===== config.mk =====
export PLATFORM = sky130hd
export DESIGN_NAME = prio_irq_ctrl
export DESIGN_NICKNAME = d
export VERILOG_FILES = /design/src/rtl/pic_pkg.sv /design/src/rtl/pic_arbiter.sv /design/src/rtl/pic_lifo.sv /design/src/rtl/prio_irq_ctrl.sv
export SDC_FILE = /design/constraint.sdc
export NUM_CORES = 1
export LEC_CHECK = 0
export ABC_CLOCK_PERIOD_IN_PS = 33300
export BUFFER_PORTS_ARGS = -buffer_cell sky130_fd_sc_hd__buf_4
export CAP_MARGIN = 25
export CORE_UTILIZATION = 50
export CTS_CLUSTER_DIAMETER = 120
export DETAILED_ROUTE_END_ITERATION = 10
export GPL_TIMING_DRIVEN = 0
export HOLD_SLACK_MARGIN = 0.1
export PLACE_DENSITY = 0.78
export SLEW_MARGIN = 20
export SYNTH_ARGS = -nofsm -noshare
export SYNTH_HDL_FRONTEND = slang
export SYNTH_SLANG_ARGS = --single-unit

===== constraint.sdc =====
create_clock -name clk -period 33.3 [get_ports clk]
set_input_delay 1.665 -clock clk [delete_from_list [all_inputs] [get_ports clk]]
set_output_delay 1.665 -clock clk [all_outputs]
set_load 0.02 [all_outputs]

===== src/rtl/pic_pkg.sv =====
`timescale 1ns/1ps
package pic_pkg;
    localparam int NUM_SW   = 8;
    localparam int ADDR_W   = 6;
    localparam int DATA_W   = 8;

    localparam logic [ADDR_W-1:0] ADDR_CUR       = 6'h00;
    localparam logic [ADDR_W-1:0] ADDR_ACKVEC    = 6'h01;
    localparam logic [ADDR_W-1:0] ADDR_EOI       = 6'h02;
    localparam logic [ADDR_W-1:0] ADDR_SWSET     = 6'h03;
    localparam logic [ADDR_W-1:0] ADDR_SWCLR     = 6'h04;
    localparam logic [ADDR_W-1:0] ADDR_STAT      = 6'h05;
    localparam logic [ADDR_W-1:0] ADDR_PRIO_BASE = 6'h10;

    typedef enum logic {
        ST_IDLE = 1'b0,
        ST_REQ  = 1'b1
    } req_state_e;
endpackage


===== src/rtl/pic_arbiter.sv =====
`timescale 1ns/1ps
module pic_arbiter #(
    parameter int NVEC   = 16,
    parameter int PRIO_W = 4,
    parameter int VEC_W  = 4
) (
    input  logic [NVEC-1:0]        pending,
    input  logic [NVEC*PRIO_W-1:0] prio_flat,
    input  logic [PRIO_W-1:0]      cur_prio,
    output logic                   win_valid,
    output logic [VEC_W-1:0]       win_vec,
    output logic [PRIO_W-1:0]      win_prio
);
    // Scan from the top vector down; ">=" lets a lower vector displace an equal one.
    always_comb begin
        win_valid = 1'b0;
        win_vec   = '0;
        win_prio  = '0;
        for (int v = NVEC - 1; v >= 0; v--) begin
            if (pending[v] && (prio_flat[v*PRIO_W +: PRIO_W] > cur_prio)
                && (prio_flat[v*PRIO_W +: PRIO_W] >= win_prio)) begin
                win_valid = 1'b1;
                win_vec   = VEC_W'(v);
                win_prio  = prio_flat[v*PRIO_W +: PRIO_W];
            end
        end
    end
endmodule


===== src/rtl/pic_lifo.sv =====
`timescale 1ns/1ps
module pic_lifo #(
    parameter int DEPTH = 16,
    parameter int W     = 4,
    localparam int CNT_W = $clog2(DEPTH + 1),
    localparam int IDX_W = $clog2(DEPTH)
) (
    input  logic         clk,
    input  logic         rst_n,
    input  logic         push,
    input  logic         pop,
    input  logic [W-1:0] din,
    output logic [W-1:0] dout,
    output logic         empty,
    output logic         full
);
    logic [W-1:0]     mem [DEPTH];
    logic [CNT_W-1:0] cnt_q;

    assign empty = (cnt_q == '0);
    assign full  = (cnt_q == CNT_W'(DEPTH));
    assign dout  = empty ? '0 : mem[IDX_W'(cnt_q - 1'b1)];

    always_ff @(posedge clk) begin
        if (!rst_n) begin
            cnt_q <= '0;
        end else if (push && !full) begin
            mem[IDX_W'(cnt_q)] <= din;
            cnt_q              <= cnt_q + 1'b1;
        end else if (pop && !empty) begin
            cnt_q <= cnt_q - 1'b1;
        end
    end

    // a successful pop removes exactly one saved level
    assert_pop_shrinks_R7: assert property (@(posedge clk) disable iff (!rst_n)
        (pop && !push && !empty) |=> (cnt_q == CNT_W'($past(cnt_q) - 1'b1)));
    // a push that fits lands on top of the stack
    assert_push_on_top_R10: assert property (@(posedge clk) disable iff (!rst_n)
        (push && !full) |=> (dout == $past(din)));
    // a push onto a full stack is discarded
    assert_no_overflow_R10: assert property (@(posedge clk) disable iff (!rst_n)
        (push && full) |=> full && $stable(cnt_q));
endmodule


===== src/rtl/prio_irq_ctrl.sv =====
`timescale 1ns/1ps
module prio_irq_ctrl
    import pic_pkg::*;
#(
    parameter int NUM_PERIPH  = 8,
    parameter int PRIO_W      = 4,
    parameter int STACK_DEPTH = 16,
    localparam int NVEC  = NUM_PERIPH + NUM_SW,
    localparam int VEC_W = $clog2(NVEC)
) (
    input  logic                  clk,
    input  logic                  rst_n,
    input  logic [NUM_PERIPH-1:0] periph_req,
    input  logic                  core_ack,
    input  logic                  wr_en,
    input  logic [ADDR_W-1:0]     wr_addr,
    input  logic [DATA_W-1:0]     wr_data,
    input  logic [ADDR_W-1:0]     rd_addr,
    output logic [DATA_W-1:0]     rd_data,
    output logic                  irq_req,
    output logic [VEC_W-1:0]      irq_vector,
    output logic [PRIO_W-1:0]     irq_prio
);
    localparam int SW_IDX_W = $clog2(NUM_SW);

    req_state_e            state_q, state_d;
    logic [PRIO_W-1:0]     prio_q [NVEC];
    logic [NVEC*PRIO_W-1:0] prio_flat;
    logic [NUM_SW-1:0]     sw_pend_q;
    logic [PRIO_W-1:0]     cur_q;
    logic [VEC_W-1:0]      ackvec_q;
    logic                  err_q;
    logic [VEC_W-1:0]      vec_q;
    logic [PRIO_W-1:0]     pri_q;

    logic                  win_valid;
    logic [VEC_W-1:0]      win_vec;
    logic [PRIO_W-1:0]     win_prio;
    logic                  take, bus_wr, eoi;
    logic [PRIO_W-1:0]     stk_top;
    logic                  stk_empty, stk_full;

    for (genvar v = 0; v < NVEC; v++) begin : g_flat
        assign prio_flat[v*PRIO_W +: PRIO_W] = prio_q[v];
    end

    pic_arbiter #(.NVEC(NVEC), .PRIO_W(PRIO_W), .VEC_W(VEC_W)) u_arb (
        .pending   ({periph_req, sw_pend_q}),
        .prio_flat (prio_flat),
        .cur_prio  (cur_q),
        .win_valid (win_valid),
        .win_vec   (win_vec),
        .win_prio  (win_prio)
    );

    assign take   = core_ack && (state_q == ST_REQ);
    assign bus_wr = wr_en && !take;
    assign eoi    = bus_wr && (wr_addr == ADDR_EOI);

    pic_lifo #(.DEPTH(STACK_DEPTH), .W(PRIO_W)) u_stack (
        .clk   (clk),
        .rst_n (rst_n),
        .push  (take),
        .pop   (eoi),
        .din   (cur_q),
        .dout  (stk_top),
        .empty (stk_empty),
        .full  (stk_full)
    );

    // Next-state logic of the request machine
    always_comb begin
        state_d = state_q;
        unique case (state_q)
            ST_IDLE: if (win_valid)           state_d = ST_REQ;
            ST_REQ:  if (take || !win_valid)  state_d = ST_IDLE;
        endcase
    end

    // State register
    always_ff @(posedge clk) begin
        if (!rst_n) state_q <= ST_IDLE;
        else        state_q <= state_d;
    end

    // Registered outputs to the core
    always_ff @(posedge clk) begin
        if (!rst_n) begin
            vec_q <= '0;
            pri_q <= '0;
        end else begin
            vec_q <= win_vec;
            pri_q <= win_prio;
        end
    end

    assign irq_req    = (state_q == ST_REQ);
    assign irq_vector = vec_q;
    assign irq_prio   = pri_q;

    // Programmer-visible state
    always_ff @(posedge clk) begin
        if (!rst_n) begin
            cur_q     <= '0;
            ackvec_q  <= '0;
            err_q     <= 1'b0;
            sw_pend_q <= '0;
            for (int v = 0; v < NVEC; v++) prio_q[v] <= '0;
        end else if (take) begin
            cur_q    <= pri_q;
            ackvec_q <= vec_q;
            if (stk_full) err_q <= 1'b1;
            if (vec_q < VEC_W'(NUM_SW)) sw_pend_q[SW_IDX_W'(vec_q)] <= 1'b0;
        end else if (bus_wr) begin
            if (wr_addr == ADDR_CUR)   cur_q     <= wr_data[PRIO_W-1:0];
            if (wr_addr == ADDR_SWSET) sw_pend_q <= sw_pend_q | wr_data[NUM_SW-1:0];
            if (wr_addr == ADDR_SWCLR) sw_pend_q <= sw_pend_q & ~wr_data[NUM_SW-1:0];
            if (eoi) begin
                if (stk_empty) err_q <= 1'b1;
                else           cur_q <= stk_top;
            end
            for (int v = 0; v < NVEC; v++)
                if (wr_addr == ADDR_W'(ADDR_PRIO_BASE + v)) prio_q[v] <= wr_data[PRIO_W-1:0];
        end
    end

    // Register read mux
    always_comb begin
        rd_data = '0;
        if (rd_addr == ADDR_CUR)    rd_data = DATA_W'(cur_q);
        if (rd_addr == ADDR_ACKVEC) rd_data = DATA_W'(ackvec_q);
        if (rd_addr == ADDR_SWSET)  rd_data = DATA_W'(sw_pend_q);
        if (rd_addr == ADDR_STAT)   rd_data = DATA_W'(err_q);
        for (int v = 0; v < NVEC; v++)
            if (rd_addr == ADDR_W'(ADDR_PRIO_BASE + v)) rd_data = DATA_W'(prio_q[v]);
    end

    // a presented request always outranks the level it was judged against
    assert_req_above_cur_R3: assert property (@(posedge clk) disable iff (!rst_n)
        irq_req |-> (irq_prio > $past(cur_q)));
    // priority 0 is never presented
    assert_no_zero_req_R3: assert property (@(posedge clk) disable iff (!rst_n)
        irq_req |-> (irq_prio != '0));
    // acknowledge raises the current level to the presented one and drops the request
    assert_ack_raises_R5: assert property (@(posedge clk) disable iff (!rst_n)
        take |=> (cur_q == $past(irq_prio)) && !irq_req);
    // end of interrupt restores the saved level
    assert_eoi_restores_R7: assert property (@(posedge clk) disable iff (!rst_n)
        (eoi && !stk_empty) |=> (cur_q == $past(stk_top)));
    // end of interrupt with nothing saved keeps the level and flags an error
    assert_eoi_underflow_R8: assert property (@(posedge clk) disable iff (!rst_n)
        (eoi && stk_empty) |=> err_q && $stable(cur_q));
    // the error flag is sticky
    assert_err_sticky_R8: assert property (@(posedge clk) disable iff (!rst_n)
        err_q |=> err_q);
endmodule


==> summary.md <==
| Metric | Value |
|---|---|
| Hold_buf cts | 0 |
| GRT Total Usage | 27.93% |
| Clk sinks | 159 |
| R2R Setup Slk | 6.64 ns |
| Post-synthesis mux area share | slightly below 8% |
| Antenna Diode Count | 0 |
| Fin crit period | roughly 27 ns |
| Synth async-reset ratio | 0% |
| Placeable Area | 21890 um^2 |
| TritonCTS Buffers | 17 |
| FF-to-FF End | irq_prio[0] |
| Register area | 4466 um^2 |
| Die span in y | 151.8 um |
| GPL Wtd Cong | 1.020 |
| Crit-path slowest cell | dfxtp_1 |
| DR vias | 9376 |
| Largest net degree at the start of global routing | 23 |
| RR Startpoint | cur_q[1] |
| Ports | between 40 and 50 |
| Synth Area in Adders | 13.13% |
| Slew @ Worst Pin | between 0.9 and 1 ns |
| CP Class | flop to flop |
| Number of hold violations in the final report | 0 |
| Number of global-route vias before repair | 8796 |
| Status | finished, final reports clean |
| HP Start | ackvec_q[1] |
| Final #Nets | 1342 |
| H-tree depth | 4 |
| Clock root buffer | clkbuf_16 |
| Peak supply drop | around 0.000047 V |
| Synthesized area | 11220 um^2 |
| First-pass GRT wire length | around 48000 um |
| DRC | 0 |
| Hold worst-path end | ackvec_q[1] |
| Hold path cells | 2 |
| Ratio of cells with drive above 1 in the final layout | 12.84% |
| 1st-iter DRT viols | 999 |
| Die area | 23040 um^2 |
| Hpwl dp | roughly 24000 um |
| WP data required | roughly 34 ns |
| Grt total ovfl | 0 |
| Postcts setup bufs | 0 |
| Synth Area in XOR/XNOR | less than 1% |
| FMAX | 37.50 MHz |
| Antenna-violating nets left | 0 |
| Final Max Tran Viols | 0 |
| Post_cts resized | 0 |
| TNS Setup | 0 ns |
| Critical path fanouts, max | 19 |
| Pre-antenna DRT Iters | 6 |
| Area of the multi-input gates | 6404 um^2 |
| Compound-Gate Fraction of Synth Area | 18.89% |
| Largest family of logic cells by synthesized area | compound AO/OA/AOI/OAI gates |
| Final WL | 31110 um |
| Clk slew on worst S/H paths | 0.07 ns |
| Simple-Gate Fraction of Synth Area | about 17% |
| Drt via density | approximately 6.3 |
| Post-synthesis sequential area ratio | between 30 and 40% |
| PD cells | 58.67 nW/um^2 |
| Seq cells post-synth | 159 |
| Leak | 0.004785 uW |
| Final period util | 80.07% |
| Worst hold path class | flop to flop |
| Clock tree buffer depth | 2 |
| RSZ-0062 raised after global routing | false |
| Area Overhead vs Synth | 11.73% |
| Rows | 54 |
| Netlist cell types | 83 |
| Max Cap Violations | 0 |
| Cell mode on critical path | ha_1 |
| Final-layout fill cell count | 1858 |
| Synthesized net count | 1276 |
| Worst r2r path cells | 119 |
| Primary FF master, synth | edfxtp_1 |
| Starting Density | 51.25% |
| Critical path arrival | 26.98 ns |
| Port Buffers | 46 |
| Post-synth EDFFs | 128 |
| Crit end category | flop |
| DP Worst Slack | about 6.9 ns |
| Post-route setup slack | roughly 6.6 ns |
| Die width | 151.8 um |
| CP Launch Type | flop |
| Synth Area per Inst | just under 10 um^2 |
| CTS tree | built |
| # setup viols final | 0 |
| Slew headroom | 37.05% |
| YS warnings | 0 |
| Initial antenna violation count | 1 |
| Clock skew | 0.01810 ns |
| Wire per inst | 20.92 um |
| Largest stage delay on the critical path | around 0.77 ns |
| Gate Count Post-Synth | 1128 |
| Clock Latency Late Sink | 0.43 ns |
-- cells in the final DEF, fill, tap and decap left out, drive strengths merged, types with 12 or more instances in the layout --
master / n
a21o: 23
a21oi: 79
and2: 22
buf: 55
clkbuf: 47
dfxtp: 31
edfxtp: 128
ha: 116
inv: 64
mux2: 23
mux2i: 14
mux4: 20
nand2: 122
nand2b: 28
nand3: 27
nand4: 17
nor2: 100
nor2b: 30
nor3: 17
o211ai: 12
o21a: 15
o21ai: 60
-- kinds of logic (layout without fill, tap and decap cells) --
| family | Yosys count | after routing |
|---|---|---|
| muxes | 57 | 57 |
| AOI/OAI and AO/OA | 299 | 299 |
| DFF | 159 | 159 |
| xor gates and xnor gates | 4 | 4 |
| adders and majority gates | 118 | 118 |
| buffers and inverters | 93 | 172 |
| and+or+nand+nor | 398 | 398 |
-- flip-flops by register name (all words and copies together), names as in the netlist, named ones only --
| signal | count |
|---|---|
| err_q | 1 |
| u_stack.mem | 64 |
| irq_vector | 4 |
| cur_q | 4 |
| u_stack.cnt_q | 5 |
| irq_req | 1 |
| irq_prio | 4 |
| ackvec_q | 4 |
| prio_q | 64 |
-- per-stage QoR --
stage / std cells / total power [uW] / hold slack (ns) / utilization (%) / area [um^2]
CTS: 1487 / 734.0 / 0.4568 / 57.26 / 12530
detailed placement: 1455 / 540.3 / 0.4429 / 54.56 / 11940
finish: 1487 / 735.4 / 0.4560 / 57.26 / 12530
global route: 1487 / 781.6 / 0.4883 / 57.26 / 12530
floorplan: 1128 / 462.6 / 0.4338 / - / 11220
global placement: 1454 / 531.0 / 0.4404 / 54.42 / 11910
-- power breakdown --
group          switching (uW)  total [uW]  internal [uW]
combinational             166         300            134
sequential               16.0         242            226
clock                    86.9         194            107
-- how the worst max path moves through the flow --
| stage | start | to | slack, ns | cells past startpoint |
|---|---|---|---|---|
| finish | cur_q[1] | irq_prio[0] | 6.64 | 119 |
| global route | cur_q[1] | irq_prio[1] | 4.68 | 118 |
| CTS | cur_q[1] | irq_vector[2] | 6.78 | 116 |
| detailed placement | cur_q[1] | irq_prio[0] | 6.90 | 117 |
| global placement | cur_q[1] | irq_prio[0] | 7.27 | 116 |
| floorplan | periph_req[7] | irq_prio[0] | 9.92 | 114 |
-- cells in the mapped netlist, drive strengths merged (22+ instances only) --
library cell  instances  area, um^2
nand2               122       457.9
clkbuf               30       112.6
nor2b                30       187.7
nand3                27       135.1
ha                  116        1451
o21ai                60       304.0
inv                  54       202.7
dfxtp                31       620.6
nor2                100       375.4
nand2b               28       182.7
and2                 22       137.6
edfxtp              128        3844
a21o                 23       172.7
a21oi                79       410.4
mux2                 23       277.8
-- cell type report --
| class | instances | area share, % |
|---|---|---|
| Multi-Input combinational cell | 876 | 51.09 |
| Inverter | 55 | 1.647 |
| Buffer | 38 | 1.148 |
| Clock inverter | 15 | 1.328 |
| Tap cell | 280 | 2.795 |
| Timing Repair Buffer | 47 | 2.975 |
| Clock buffer | 17 | 3.394 |
| Sequential cell | 159 | 35.63 |
-- routing by layer --
layer / track usage [%] / up-vias / share of wire [%] / wire (um)
met5: 0 / - / 0 / 0
met4: 7.772 / 0 / 2.3 / 703
met3: 4.611 / 63 / 9.8 / 3060
met2: 46.14 / 497 / 48 / 14800
met1: 37.80 / 4421 / 40 / 12550
li1: - / 4395 / - / -
-- critical path: cells and delay by family, from the launching register on --
family	cells	cell delay, ns
multiplexers	8	2.74
buffers and inverters	8	2.03
AO/OA/AOI/OAI	46	9.78
AND/OR/NAND/NOR	39	6.18
adder cells (fa/ha/maj)	18	5.00
flip-flops	1	0.77
Power figures use the tool's default switching activity.
